**src/rtl/seg_xlate_pkg.sv**
```systemverilog
package seg_xlate_pkg;
  typedef enum logic [1:0] {
    KIND_READ  = 2'd0,
    KIND_WRITE = 2'd1,
    KIND_FETCH = 2'd2,
    KIND_RSVD  = 2'd3
  } acc_kind_e;

  typedef enum logic [1:0] {
    CAUSE_NONE   = 2'd0,
    CAUSE_ABSENT = 2'd1,
    CAUSE_RIGHTS = 2'd2,
    CAUSE_LIMIT  = 2'd3
  } fault_cause_e;

  localparam int RT_PRESENT = 0;
  localparam int RT_READ    = 1;
  localparam int RT_WRITE   = 2;
  localparam int RT_EXEC    = 3;
endpackage

```
**src/rtl/seg_entry_store.sv**
```systemverilog
module seg_entry_store #(
  parameter int NSEG   = 4,
  parameter int IDX_W  = 2,
  parameter int SEL_W  = 16,
  parameter int BASE_W = 24,
  parameter int LIM_W  = 16,
  parameter int RT_W   = 4
) (
  input  logic              clk,
  input  logic              rst_n,
  input  logic              ld_en,
  input  logic [IDX_W-1:0]  ld_idx,
  input  logic [SEL_W-1:0]  ld_sel,
  input  logic [BASE_W-1:0] ld_base,
  input  logic [LIM_W-1:0]  ld_limit,
  input  logic [RT_W-1:0]   ld_rights,
  input  logic [IDX_W-1:0]  rd_idx,
  output logic [SEL_W-1:0]  rd_sel,
  output logic [BASE_W-1:0] rd_base,
  output logic [LIM_W-1:0]  rd_limit,
  output logic [RT_W-1:0]   rd_rights
);
  logic [SEL_W-1:0]  sel_q   [NSEG];
  logic [BASE_W-1:0] base_q  [NSEG];
  logic [LIM_W-1:0]  lim_q   [NSEG];
  logic [RT_W-1:0]   rt_q    [NSEG];
  logic [SEL_W-1:0]  sel_d   [NSEG];
  logic [BASE_W-1:0] base_d  [NSEG];
  logic [LIM_W-1:0]  lim_d   [NSEG];
  logic [RT_W-1:0]   rt_d    [NSEG];
  logic [NSEG-1:0]   wr_hit;

  always_comb begin
    for (int i = 0; i < NSEG; i++) begin
      wr_hit[i] = ld_en && (ld_idx == IDX_W'(i));
      sel_d[i]  = wr_hit[i] ? ld_sel    : sel_q[i];
      base_d[i] = wr_hit[i] ? ld_base   : base_q[i];
      lim_d[i]  = wr_hit[i] ? ld_limit  : lim_q[i];
      rt_d[i]   = wr_hit[i] ? ld_rights : rt_q[i];
    end
  end

  always_ff @(posedge clk or negedge rst_n) begin
    if (!rst_n) begin
      for (int i = 0; i < NSEG; i++) begin
        sel_q[i]  <= '0;
        base_q[i] <= '0;
        lim_q[i]  <= '0;
        rt_q[i]   <= '0;
      end
    end else begin
      for (int i = 0; i < NSEG; i++) begin
        sel_q[i]  <= sel_d[i];
        base_q[i] <= base_d[i];
        lim_q[i]  <= lim_d[i];
        rt_q[i]   <= rt_d[i];
      end
    end
  end

  // Read side: pre-update contents, so a same-cycle load is not seen.
  always_comb begin
    rd_sel    = sel_q[rd_idx];
    rd_base   = base_q[rd_idx];
    rd_limit  = lim_q[rd_idx];
    rd_rights = rt_q[rd_idx];
  end

  for (genvar g = 0; g < NSEG; g++) begin : g_ent_chk

    present_by_load_chk: assert property (@(posedge clk) disable iff (!rst_n)
      $rose(rt_q[g][0]) |-> $past(ld_en && (ld_idx == IDX_W'(g))));

    hold_unless_load_chk: assert property (@(posedge clk) disable iff (!rst_n)
      !(ld_en && (ld_idx == IDX_W'(g))) |=> $stable(base_q[g]) && $stable(lim_q[g]));
  end
endmodule

```
**src/rtl/seg_access_check.sv**
```systemverilog
module seg_access_check
  import seg_xlate_pkg::*;
#(
  parameter int OFS_W = 16,
  parameter int RT_W  = 4
) (
  input  logic             prot_mode,
  input  logic [1:0]       kind,
  input  logic [OFS_W-1:0] off,
  input  logic [OFS_W-1:0] limit,
  input  logic [RT_W-1:0]  rights,
  output logic             ok,
  output fault_cause_e     cause
);
  logic need_bit;

  always_comb begin
    case (acc_kind_e'(kind))
      KIND_WRITE: need_bit = rights[RT_WRITE];
      KIND_FETCH: need_bit = rights[RT_EXEC];
      default:    need_bit = rights[RT_READ];
    endcase
  end

  always_comb begin
    ok    = 1'b1;
    cause = CAUSE_NONE;
    if (prot_mode) begin
      if (!rights[RT_PRESENT]) begin
        ok    = 1'b0;
        cause = CAUSE_ABSENT;
      end else if (!need_bit) begin
        ok    = 1'b0;
        cause = CAUSE_RIGHTS;
      end else if (off > limit) begin
        ok    = 1'b0;
        cause = CAUSE_LIMIT;
      end
    end
  end
endmodule

```
**src/rtl/seg_addr_gen.sv**
```systemverilog
module seg_addr_gen #(
  parameter int SEL_W = 16,
  parameter int OFS_W = 16,
  parameter int PA_W  = 24,
  parameter int RA_W  = 20
) (
  input  logic             prot_mode,
  input  logic [SEL_W-1:0] sel,
  input  logic [PA_W-1:0]  base,
  input  logic [OFS_W-1:0] off,
  output logic [PA_W-1:0]  pa
);
  localparam int SHIFT_W = RA_W - SEL_W;

  logic [RA_W-1:0] seg_shifted;
  logic [RA_W-1:0] real_sum;
  logic [PA_W-1:0] prot_sum;

  always_comb begin
    seg_shifted = {sel, {SHIFT_W{1'b0}}};
    real_sum    = seg_shifted + RA_W'(off);
    prot_sum    = base + PA_W'(off);
    pa          = prot_mode ? prot_sum : PA_W'(real_sum);
  end
endmodule

```
**src/rtl/seg_xlate_unit.sv**
```systemverilog
module seg_xlate_unit
  import seg_xlate_pkg::*;
#(
  parameter int NSEG  = 4,
  parameter int SEL_W = 16,
  parameter int OFS_W = 16,
  parameter int PA_W  = 24,
  parameter int RA_W  = 20,
  parameter int RT_W  = 4,
  localparam int IDX_W = (NSEG > 1) ? $clog2(NSEG) : 1
) (
  input  logic              clk,
  input  logic              rst_n,
  input  logic              ld_en,
  input  logic [IDX_W-1:0]  ld_idx,
  input  logic [SEL_W-1:0]  ld_sel,
  input  logic [PA_W-1:0]   ld_base,
  input  logic [OFS_W-1:0]  ld_limit,
  input  logic [RT_W-1:0]   ld_rights,
  input  logic              req_en,
  input  logic [IDX_W-1:0]  req_idx,
  input  logic [OFS_W-1:0]  req_off,
  input  logic [1:0]        req_kind,
  input  logic              prot_mode,
  output logic [PA_W-1:0]   pa_out,
  output logic              pa_valid,
  output logic              fault,
  output logic [1:0]        fault_cause
);
  logic [1:0] rst_sync_q;
  logic       rst_s;

  always_ff @(posedge clk or negedge rst_n) begin
    if (!rst_n) rst_sync_q <= 2'b00;
    else        rst_sync_q <= {rst_sync_q[0], 1'b1};
  end
  assign rst_s = rst_sync_q[1];

  logic [SEL_W-1:0] e_sel;
  logic [PA_W-1:0]  e_base;
  logic [OFS_W-1:0] e_lim;
  logic [RT_W-1:0]  e_rt;

  seg_entry_store #(
    .NSEG(NSEG), .IDX_W(IDX_W), .SEL_W(SEL_W),
    .BASE_W(PA_W), .LIM_W(OFS_W), .RT_W(RT_W)
  ) u_store (
    .clk(clk), .rst_n(rst_s),
    .ld_en(ld_en), .ld_idx(ld_idx), .ld_sel(ld_sel), .ld_base(ld_base),
    .ld_limit(ld_limit), .ld_rights(ld_rights),
    .rd_idx(req_idx),
    .rd_sel(e_sel), .rd_base(e_base), .rd_limit(e_lim), .rd_rights(e_rt)
  );

  logic         chk_ok;
  fault_cause_e chk_cause;

  seg_access_check #(.OFS_W(OFS_W), .RT_W(RT_W)) u_check (
    .prot_mode(prot_mode), .kind(req_kind), .off(req_off),
    .limit(e_lim), .rights(e_rt), .ok(chk_ok), .cause(chk_cause)
  );

  logic [PA_W-1:0] addr_raw;

  seg_addr_gen #(.SEL_W(SEL_W), .OFS_W(OFS_W), .PA_W(PA_W), .RA_W(RA_W)) u_addr (
    .prot_mode(prot_mode), .sel(e_sel), .base(e_base), .off(req_off), .pa(addr_raw)
  );

  logic [PA_W-1:0] pa_d;
  logic            valid_d;
  logic            fault_d;
  fault_cause_e    cause_d;
  fault_cause_e    cause_q;

  always_comb begin
    valid_d = req_en && chk_ok;
    fault_d = req_en && !chk_ok;
    pa_d    = valid_d ? addr_raw : '0;
    cause_d = fault_d ? chk_cause : CAUSE_NONE;
  end

  always_ff @(posedge clk or negedge rst_s) begin
    if (!rst_s) begin
      pa_out   <= '0;
      pa_valid <= 1'b0;
      fault    <= 1'b0;
      cause_q  <= CAUSE_NONE;
    end else begin
      pa_out   <= pa_d;
      pa_valid <= valid_d;
      fault    <= fault_d;
      cause_q  <= cause_d;
    end
  end
  assign fault_cause = cause_q;

  logic armed_q;
  always_ff @(posedge clk or negedge rst_s) begin
    if (!rst_s) armed_q <= 1'b0;
    else        armed_q <= 1'b1;
  end


  excl_out_chk: assert property (@(posedge clk) disable iff (!rst_s)
    !(pa_valid && fault));

  cause_consistent_chk: assert property (@(posedge clk) disable iff (!rst_s)
    fault == (fault_cause != 2'd0));

  fault_addr_zero_chk: assert property (@(posedge clk) disable iff (!rst_s)
    fault |-> (pa_out == '0));

  idle_quiet_chk: assert property (@(posedge clk) disable iff (!rst_s)
    armed_q && !$past(req_en) |-> !pa_valid && !fault);

  real_valid_chk: assert property (@(posedge clk) disable iff (!rst_s)
    armed_q && $past(req_en && !prot_mode) |-> pa_valid && (pa_out[PA_W-1:RA_W] == '0));
endmodule

```
**config.mk**
```make
export PLATFORM = sky130hd
export DESIGN_NAME = seg_xlate_unit
export DESIGN_NICKNAME = d
export VERILOG_FILES = /design/src/rtl/seg_xlate_pkg.sv /design/src/rtl/seg_entry_store.sv /design/src/rtl/seg_access_check.sv /design/src/rtl/seg_addr_gen.sv /design/src/rtl/seg_xlate_unit.sv
export SDC_FILE = /design/constraint.sdc
export NUM_CORES = 1
export LEC_CHECK = 0
export BUFFER_PORTS_ARGS = -buffer_cell sky130_fd_sc_hd__buf_2
export CORE_MARGIN = 10
export CORE_UTILIZATION = 45
export CTS_CLUSTER_SIZE = 28
export DETAILED_ROUTE_END_ITERATION = 10
export GPL_TIMING_DRIVEN = 0
export PLACE_DENSITY = 0.59
export SETUP_SLACK_MARGIN = 0.1
export SYNTH_ARGS = -nofsm -noshare
export SYNTH_HDL_FRONTEND = slang
export SYNTH_SLANG_ARGS = --single-unit
```
**constraint.sdc**
```tcl
create_clock -name clk -period 10.09 [get_ports clk]
set_clock_uncertainty 0.1 [all_clocks]
set_input_delay 0.5045 -clock clk [delete_from_list [all_inputs] [get_ports clk]]
set_output_delay 0.5045 -clock clk [all_outputs]
set_load 0.005 [all_outputs]
```
==> out/metrics.csv, run 1 <==
metric,value,unit
min_period,4.742,ns
cts.repair_timing.setup_buffer_count,0,
setup_tns,0,ns
route.antenna.remaining_nets,0,
clock_tree.htree_level_count,1,
place.detailed.hpwl,25090,um
cellLeakagePower,6.905,nW
max-clock-path-buffers,3,
status,finished clean,
regArea,6760,um2
multi_input_area,6325,um2
placedCellCount,1446,
clock_transition_at_the_registers_of_the_reported_paths,0.06,ns
routed_wirelength,34150,um
seq_area_frac_synth,0.5048,
grt_pass1_vias,8720,
totalPowerFinal,3.305,mW
filler_cell_count,2569,
pin_count_of_the_biggest_net_entering_global_routing,66,
floorplan.initialDensity,0.4540,
cts_hold_buffers,1,
ioPinCount,115,
netlist.area_leader.share,0.5048,
max_slew.worst_pin.slew,0.9524,ns
horizontal_die_dimension,192.5,um
post_synthesis_async_set_or_reset_flop_share,1.000,
max_cap_violations,0,
firstDrtPassIters,7,
holdCritPathClass,in -> reg,
finalHoldViolations,0,
critical_path.endpoint_type,flip-flop,
setup_violations,0,
grt_first_pass_wirelength,52590,um
place.gp.congestion,0.8604,
clock.fmax,210.9,MHz
cts-buffers-inserted,31,
areaGrowthSynthToFinish,16.58,%
netlist_area,13390,um2
tritoncts,yes,
synth.ff_latch_count,270,
clock-root-buffer,clkbuf_16,
buffer_ports.inserted,111,
synth_common_cells,"dfrtp_1 (270), mux2_2 (242), mux4_2 (59)",
detail_route.iter0.violations,476,
syn_nets,1076,
drt_drc_violations_left,0,
synth_area_leader_cell,dfrtp_1,
antenna_found_initial,1,
clock-sinks,270,
dieArea,37040,um2
final_util,0.5293,
post_synth.cell_area_avg,14.22,um2
synth_cells,941,
vias,8367,
postSynth.topFlopCell,dfrtp_1,
critical_path.startpoint_type,input pin,
viasPerCell,5.559,
non_filler_instance_count_after_layout,1505,
synth_most_common_cell,dfrtp_1,
cp.required,10.42,ns
ir_drop,0.0001398,V
layout_setup_ws,5.348,ns
die-height,192.5,um
final_nets,1225,
grt_remaining_overflow,0,
slowest_delay,0.67,ns
synth_warn,0,
synth.area.top_cells,"dfrtp_1 (50%), mux2_2 (20%), mux4_2 (9.9%)",
placeableCoreArea,29480,um2
critical_path_arrival,5.08,ns
slew_headroom,0.3637,
placement_rows,63,
ctsResizeCount,0,
dp_worst_setup_slack,4.813,ns
power.density_cell_area,211.8,nW/um2
clock_latency,0.57,ns
path_cells,buf_2 > buf_4 > clkbuf_1 > buf_1 > mux4_2 > inv_1 > ha_1 > a21oi_1 > o21ai_0 > a221oi_1 > o211ai_1 > a21oi_2 > o21ai_1 > a211oi_1,
critPathKind,in -> reg,
slew_viol_final,0,
finalCritPeriodShare,0.4700,
drt-wirelength-per-cell,22.69,um
number_of_enable_flip_flop_cells_after_synthesis,0,
worstPathMaxFanout,10,
post_route_cells_drive_above_1_share,0.4488,
grt_setup_unrepaired,false,
grtUsageTotal,0.1858,
synth.distinct_cells,67,
crit_path_top_delay_cell,clkbuf_1,
-- layout by cell type, fill, tap and decap left out, types with 3 or more instances in the layout --
cell type	Yosys	final
a211oi_1	5	5
a21boi_0	5	5
a21o_1	12	12
a21oi_1	28	28
a31oi_1	4	4
and3_1	7	7
buf_1	20	20
buf_16	0	4
buf_2	8	119
clkbuf_1	13	16
clkbuf_16	0	31
clkbuf_8	0	10
clkinv_2	0	8
dfrtp_1	270	269
ha_1	46	46
inv_1	27	27
mux2_2	242	242
mux2i_1	4	4
mux4_2	59	59
nand2_1	26	26
nand2b_1	7	7
nand3_1	13	13
nand3b_1	4	4
nand4_1	6	6
nor2_1	24	24
nor2b_1	4	4
o211ai_1	3	3
o21a_1	4	4
o21ai_0	12	12
o22ai_1	8	8
or3_1	3	3
xnor2_1	12	12
xor2_1	16	16
-- state kept, by name, summed over array words and instances, names as in the netlist --
register	flops
u_store.base_q	96
u_store.lim_q	64
u_store.sel_q	64
pa_out	24
u_store.rt_q	16
fault_cause	2
rst_sync_q	2
fault	1
pa_valid	1
-- power by group --
part           leakage (nW)  switching, mW  total (mW)  internal [mW]
sequential             3.24         0.0918        1.37           1.28
combinational          3.14          0.389       0.803          0.413
clock                 0.526          0.447        1.13          0.684
-- cell families after synthesis --
group / count (synthesis) / synth area share
AND/OR/NAND/NOR: 110 / 0.04319
other: 1 / 0.0002802
multiplexers: 305 / 0.3059
adder cells (fa/ha/maj): 48 / 0.04599
buffers and inverters: 71 / 0.02272
XOR/XNOR: 28 / 0.01832
flip-flops: 270 / 0.5048
AO/OA/AOI/OAI: 108 / 0.05889
-- metal layers --
layer	routed length, um	global-route usage	vias to the layer above
li1	-	-	3815
met1	16050	0.2654	4346
met2	15970	0.2929	161
met3	1523	0.03054	45
met4	614	0.03906	0
met5	0	0	-
-- stage by stage --
| step | instance area, um2 | hold slack (ns) |
|---|---|---|
| 3_3_place_gp | 14430 | 0.1902 |
| 6_report | 15610 | 0.1102 |
| 2_1_floorplan | 13390 | 0.1089 |
| 3_5_place_dp | 14540 | 0.1898 |
| 4_1_cts | 15600 | 0.09376 |
| 5_1_grt | 15600 | 0.1106 |
-- area by class of cell --
cell class              instances  share of cell area
diodes                          1           0.0001604
repair buffers                116             0.04330
clock inverters                13            0.008018
flip-flops and latches        270              0.4332
plain buffers                  44             0.01299
multi-input cells             600              0.4053
well taps                     390             0.03127
clock buffers                  44             0.05925
inverters                      27            0.006495
-- worst max-delay path: cells and delay by family --
family	cells	cell delay, ns
mux	1	0.41
buf+inv	5	1.95
compound gates	7	1.95
fa+ha+maj	1	0.26
-- worst paths after layout --
path                                                   start                       endpoint  slack, ns  depth (start not counted)
worst max-delay path                              req_idx[1]           pa_out[14]$_DFF_PN0_       5.35                         14
min in group asynchronous                              rst_n        rst_sync_q[1]$_DFF_PN0_       0.15                          2
worst max register to register  u_store.lim_q[7]$_DFFE_PN0P_           pa_out[14]$_DFF_PN0_       6.70                         10
max in group asynchronous            rst_sync_q[1]$_DFF_PN0_  u_store.sel_q[45]$_DFFE_PN0P_       8.70                          2
worst min register to register       rst_sync_q[1]$_DFF_PN0_  u_store.sel_q[21]$_DFFE_PN0P_       0.17                          0
worst min-delay path                            ld_limit[15]  u_store.lim_q[47]$_DFFE_PN0P_       0.11                          2
Note: power is estimated with default switching activity, not from simulation.
==> run 2: changes to the inputs <==
PLACE_DENSITY = 0.61   (was 0.59)
clock period = 4.2 ns   (was 10.09 ns; I/O delays follow)
==> out/metrics.csv, run 2 (synthesis results as in run 1) <==
metric,value,unit
status,finished clean,
max-clock-path-buffers,3,
pin_count_of_the_biggest_net_entering_global_routing,71,
grt_remaining_overflow,0,
clock.fmax,263.0,MHz
min_period,3.803,ns
power.density_cell_area,482.3,nW/um2
finalCritPeriodShare,0.9054,
worstPathMaxFanout,19,
final_cell_mix,"dfrtp_1 (269), mux2_2 (242), buf_2 (117)",
cp.required,4.56,ns
die-height,192.5,um
max_slew.worst_pin.slew,0.8648,ns
place.detailed.hpwl,24640,um
post_route_cells_drive_above_1_share,0.4156,
place.gp.congestion,0.8698,
critical_path.endpoint_type,flip-flop,
grt_setup_unrepaired,false,
grt_first_pass_wirelength,52390,um
clock-sinks,270,
ir_drop,0.0002858,V
critPathCapture,pa_out[22]$_DFF_PN0_,
largestRegisters,"u_store.base_q x96, u_store.lim_q x64, u_store.sel_q x64",
max_flop_register,u_store.base_q,
layout_setup_ws,0.3972,ns
ioPinCount,115,
critPathLaunch,req_idx[1],
critical_path.startpoint_type,input pin,
grt_pass1_vias,8839,
max_cap_violations,0,
beginning_of_the_worst_register_to_register_path,u_store.lim_q[21]$_DFFE_PN0P_,
buffer_ports.inserted,111,
finalHoldViolations,0,
vias,8610,
crit-reg2reg-capture,pa_out[1]$_DFF_PN0_,
filler_cell_count,2524,
reg2regPathDepth,11,
largest_reg_flops,96,
firstDrtPassIters,5,
grtUsageTotal,0.1827,
placed_instance_area,14540,um2
slew_viol_final,0,
totalPowerFinal,7.811,mW
clock-root-buffer,clkbuf_16,
holdCritPathClass,reg -> async,
cellLeakagePower,7.135,nW
final_nets,1290,
dp_worst_setup_slack,-0.7839,ns
floorplan.initialDensity,0.4540,
detail_route.iter0.violations,573,
placeableCoreArea,29480,um2
cts.repair_timing.setup_buffer_count,0,
rrSetupSlack,0.76,ns
critical_path_arrival,4.16,ns
slew_headroom,0.4222,
fin_area,16200,um2
viasPerCell,5.488,
clock_latency,0.56,ns
critPathKind,in -> reg,
tritoncts,yes,
drt_drc_violations_left,0,
placement_rows,63,
routed_wirelength,33660,um
route.antenna.remaining_nets,0,
drt-wirelength-per-cell,21.45,um
horizontal_die_dimension,192.5,um
setup_violations,0,
cts-buffers-inserted,30,
diodes,0,
clock_transition_at_the_registers_of_the_reported_paths,0.06,ns
most_frequent_standard_cell_in_the_layout_excluding_fill_and_tap_cells,dfrtp_1,
clock_tree.htree_level_count,1,
dieArea,37040,um2
antenna_found_initial,0,
areaGrowthSynthToFinish,21.00,%
-- run 2: changes by cell type in the layout (fill, tap and decap cells not counted) --
| cell | change |
|---|---|
| dlygate4sd3_1 | +68 |
| clkbuf_1 | +7 |
| clkbuf_8 | -5 |
| buf_2 | -2 |
| clkinv_2 | -2 |
| a21oi_2 | -1 |
| a21oi_4 | +1 |
| bufinv_16 | -1 |
| clkbuf_4 | +1 |
| diode_2 | -1 |
| inv_6 | -1 |
-- run 2: what timing repair did --
item | 4_1_cts | 5_1_grt
cloned | 0 | 0
endpoints found under the hold margin | 249 | 0
setup endpoints to repair | 7 | 2
hold buffers | 69 | 0
resized for setup | 0 | 2
-- run 2: critical path, stage by stage --
cell      delay [ns]
buf_2           0.23
buf_4           0.37
buf_1           0.53
mux4_2          0.33
ha_1            0.16
inv_1           0.06
fa_1            0.39
nand2b_1        0.20
a21oi_1         0.40
o211ai_2        0.17
nand2_1         0.20
a21boi_0        0.26
or3_1           0.42
a21oi_1         0.22
-- run 2: stage by stage --
| step | setup TNS, ns | hold WS, ns | util | instances |
|---|---|---|---|---|
| floorplan | 0 | -0.1856 | - | 941 |
| global placement | -11.19 | -0.1041 | 0.4896 | 1442 |
| detailed placement | -11.46 | -0.1024 | 0.4933 | 1446 |
| CTS | 0 | 0.1917 | 0.5492 | 1570 |
| global route | 0 | 0.2439 | 0.5494 | 1569 |
| finish | 0 | 0.2084 | 0.5494 | 1569 |
-- run 2: power by group --
| group | switching, mW | internal, mW | total, mW |
|---|---|---|---|
| sequential | 0.217 | 3.07 | 3.29 |
| clock | 1.04 | 1.50 | 2.55 |
| combinational | 0.937 | 1.04 | 1.97 |
| total | 2.20 | 5.61 | 7.81 |
-- run 2: final cells by class --
class / instances / area [um2] / area share
multi-input cells: 600 / 6332 / 0.3910
repair buffers: 184 / 1356 / 0.08374
clock buffers: 47 / 885.9 / 0.05469
flip-flops and latches: 270 / 6760 / 0.4174
well taps: 390 / 488.0 / 0.03013
plain buffers: 42 / 196.4 / 0.01213
inverters: 27 / 101.3 / 0.006257
clock inverters: 9 / 76.32 / 0.004712
-- run 2: worst min-delay path by stage --
stage                                 start                           end  slack [ns]
floorplan                             rst_n       rst_sync_q[0]$_DFF_PN0_       -0.19
global placement                      rst_n       rst_sync_q[0]$_DFF_PN0_       -0.10
detailed placement                    rst_n       rst_sync_q[0]$_DFF_PN0_       -0.10
CTS                             req_kind[1]      fault_cause[0]$_DFF_PN0_        0.19
global route                    req_off[12]          pa_out[12]$_DFF_PN0_        0.24
finish              rst_sync_q[1]$_DFF_PN0_  u_store.sel_q[5]$_DFFE_PN0P_        0.21
-- run 2: metal layers --
| metal | wire length (um) | track usage | vias up |
|---|---|---|---|
| li1 | - | - | 3940 |
| met1 | 15380 | 0.2543 | 4433 |
| met2 | 16020 | 0.2924 | 189 |
| met3 | 1664 | 0.03253 | 48 |
| met4 | 600 | 0.04204 | 0 |
| met5 | 0 | 0 | - |
==> run 3: changes to the inputs <==
CTS_BUF_LIST = sky130_fd_sc_hd__clkbuf_8   (was unset)
==> out/metrics.csv, run 3 (synthesis results as in run 1) <==
metric,value,unit
slew_headroom,0.4090,
clock-sinks,270,
post_route_cells_drive_above_1_share,0.4308,
worstPathMaxFanout,19,
share_clk_of_total_power,0.337,
firstDrtPassIters,6,
non_filler_instance_count_after_layout,1604,
tritoncts,yes,
max_cap_violations,0,
vias,8695,
comb_power_share,0.249,
finalHoldViolations,0,
totalPowerFinal,7.941,mW
clock_latency,0.57,ns
antenna_found_initial,0,
cts-buffers-inserted,48,
dieArea,37040,um2
critPathKind,in -> reg,
cp.required,4.56,ns
grt_busiest_layer,met2,
place.gp.congestion,0.8698,
detail_route.iter0.violations,538,
pin_count_of_the_biggest_net_entering_global_routing,71,
grt_setup_unrepaired,false,
diodes,0,
path_cells,buf_2 > buf_4 > buf_1 > mux4_2 > ha_1 > inv_1 > fa_1 > nand2b_1 > a21oi_1 > o211ai_2 > nand2_1 > a21boi_0 > or3_1 > a21oi_1,
viasPerCell,5.421,
placeableCoreArea,29480,um2
largestRegisters,"u_store.base_q x96, u_store.lim_q x64, u_store.sel_q x64",
global_route.usage.met1,0.2549,
critPathLaunch,req_idx[1],
floorplan.initialDensity,0.4540,
setup_tns,0,ns
grt_use_met3,0.03759,
die-height,192.5,um
critical_path.startpoint_type,input pin,
multi_input_area,6332,um2
critical_path.endpoint_type,flip-flop,
most_frequent_standard_cell_in_the_layout_excluding_fill_and_tap_cells,dfrtp_1,
finalCritPeriodShare,0.9178,
route.antenna.remaining_nets,0,
areaGrowthSynthToFinish,22.01,%
placed_instance_area,14540,um2
max_flop_register,u_store.base_q,
cellLeakagePower,7.260,nW
min_period,3.855,ns
crit_path_top_delay_cell,buf_1,
horizontal_die_dimension,192.5,um
slowest_delay,0.54,ns
placedCellCount,1446,
setup_violations,0,
slew_viol_final,0,
holdCritPathClass,reg -> async,
grtUsageTotal,0.1854,
seq_power_share,0.414,
clock_tree.htree_level_count,2,
met2_capacity_usage_during_global_routing,0.2941,
power.density_cell_area,486.2,nW/um2
cp_top_family,buffers and inverters,
critical_path_buf_inv_count,4,
max_slew.worst_pin.slew,0.8865,ns
ioPinCount,115,
grt_remaining_overflow,0,
p_switching,2.279,mW
regArea,6760,um2
cts.repair_timing.setup_buffer_count,0,
final_nets,1310,
placement_rows,63,
fin_area,16330,um2
cellInternalPower,5.663,mW
grt_pass1_vias,9025,
sw_frac_of_total,0.2869,
routed_wirelength,34000,um
clock_transition_at_the_registers_of_the_reported_paths,0.07,ns
final_cell_mix,"dfrtp_1 (269), mux2_2 (242), buf_2 (117)",
largest_reg_flops,96,
filler_cell_count,2544,
status,finished clean,
drt-wirelength-per-cell,21.20,um
clock-root-buffer,clkbuf_8,
critical_path_arrival,4.22,ns
clock.fmax,259.4,MHz
place.detailed.hpwl,24640,um
ir_drop,0.0003839,V
beginning_of_the_worst_register_to_register_path,u_store.lim_q[5]$_DFFE_PN0P_,
max-clock-path-buffers,3,
grt_first_pass_wirelength,53010,um
worst_path_most_repeated_cell,a21oi_1,
buffer_ports.inserted,111,
drt_drc_violations_left,0,
## run 3: changes by cell type in the layout (fill, tap and decap cells not counted), sizes merged
cell,delta
inv,+11
clkinvlp,+3
clkbuf,+17
dlygate4sd3,+2
bufinv,+2
## run 3: area by class of cell
type | count | area share
Inverter | 27 | 0.006205
Buffer | 42 | 0.01203
Tap cell | 390 | 0.02988
Clock inverter | 25 | 0.01203
Multi-Input combinational cell | 600 | 0.3877
Sequential cell | 270 | 0.4139
Clock buffer | 64 | 0.05393
Timing Repair Buffer | 186 | 0.08427
## run 3: per-stage QoR
| stage | hold slack (ns) | setup WS [ns] | utilization |
|---|---|---|---|
| finish | 0.1906 | 0.3453 | 0.5540 |
| global route | 0.2240 | 0.1304 | 0.5540 |
| CTS | 0.1679 | 0.1428 | 0.5538 |
| detailed placement | -0.1024 | -0.7839 | 0.4933 |
| global placement | -0.1041 | -0.7879 | 0.4896 |
| floorplan | -0.1856 | 0.6538 | - |
## run 3: power by group through the flow
stage | sequential (mW) | combinational, mW | clock [mW]
2_1_floorplan | 3.30 | 1.40 | 0
3_3_place_gp | 3.36 | 1.83 | 0
4_1_cts | 3.29 | 1.98 | 2.74
5_1_grt | 3.35 | 2.16 | 2.85
3_5_place_dp | 3.33 | 1.92 | 0
6_report | 3.29 | 1.98 | 2.68
## run 3: what timing repair did
item / 4_1_cts / 5_1_grt
hold endpoints to repair: 249 / 0
endpoints found under the setup margin: 7 / 3
gates resized for setup: 0 / 2
hold buffers: 71 / 0
## run 3: final timing paths
check                      slack (ns)                              to  depth (start not counted)
setup reg to reg                 0.78             pa_out[0]$_DFF_PN0_                         11
hold / removal                   0.19    u_store.rt_q[12]$_DFFE_PN0P_                          0
hold reg to reg                  0.19    u_store.rt_q[12]$_DFFE_PN0P_                          0
max in group asynchronous        2.75  u_store.base_q[63]$_DFFE_PN0P_                          2
min in group clk                 0.20        fault_cause[0]$_DFF_PN0_                          5
setup / recovery                 0.35            pa_out[22]$_DFF_PN0_                         14
## run 3: worst reg2reg max path, cell delays in order (launching register included)
cell	delay, ns
dfrtp_1	0.37
mux4_2	0.48
inv_1	0.13
ha_1	0.26
a21oi_1	0.12
o21ai_0	0.09
a221oi_1	0.32
o211ai_1	0.26
a21oi_4	0.37
nand3_1	0.12
a21boi_0	0.18
dlygate4sd3_1	0.56
## run 3: layer usage
layer / up-vias / wire, um
li1: 3995 / -
met1: 4449 / 15340
met2: 196 / 16090
met3: 55 / 1914
met4: 0 / 662
met5: - / 0
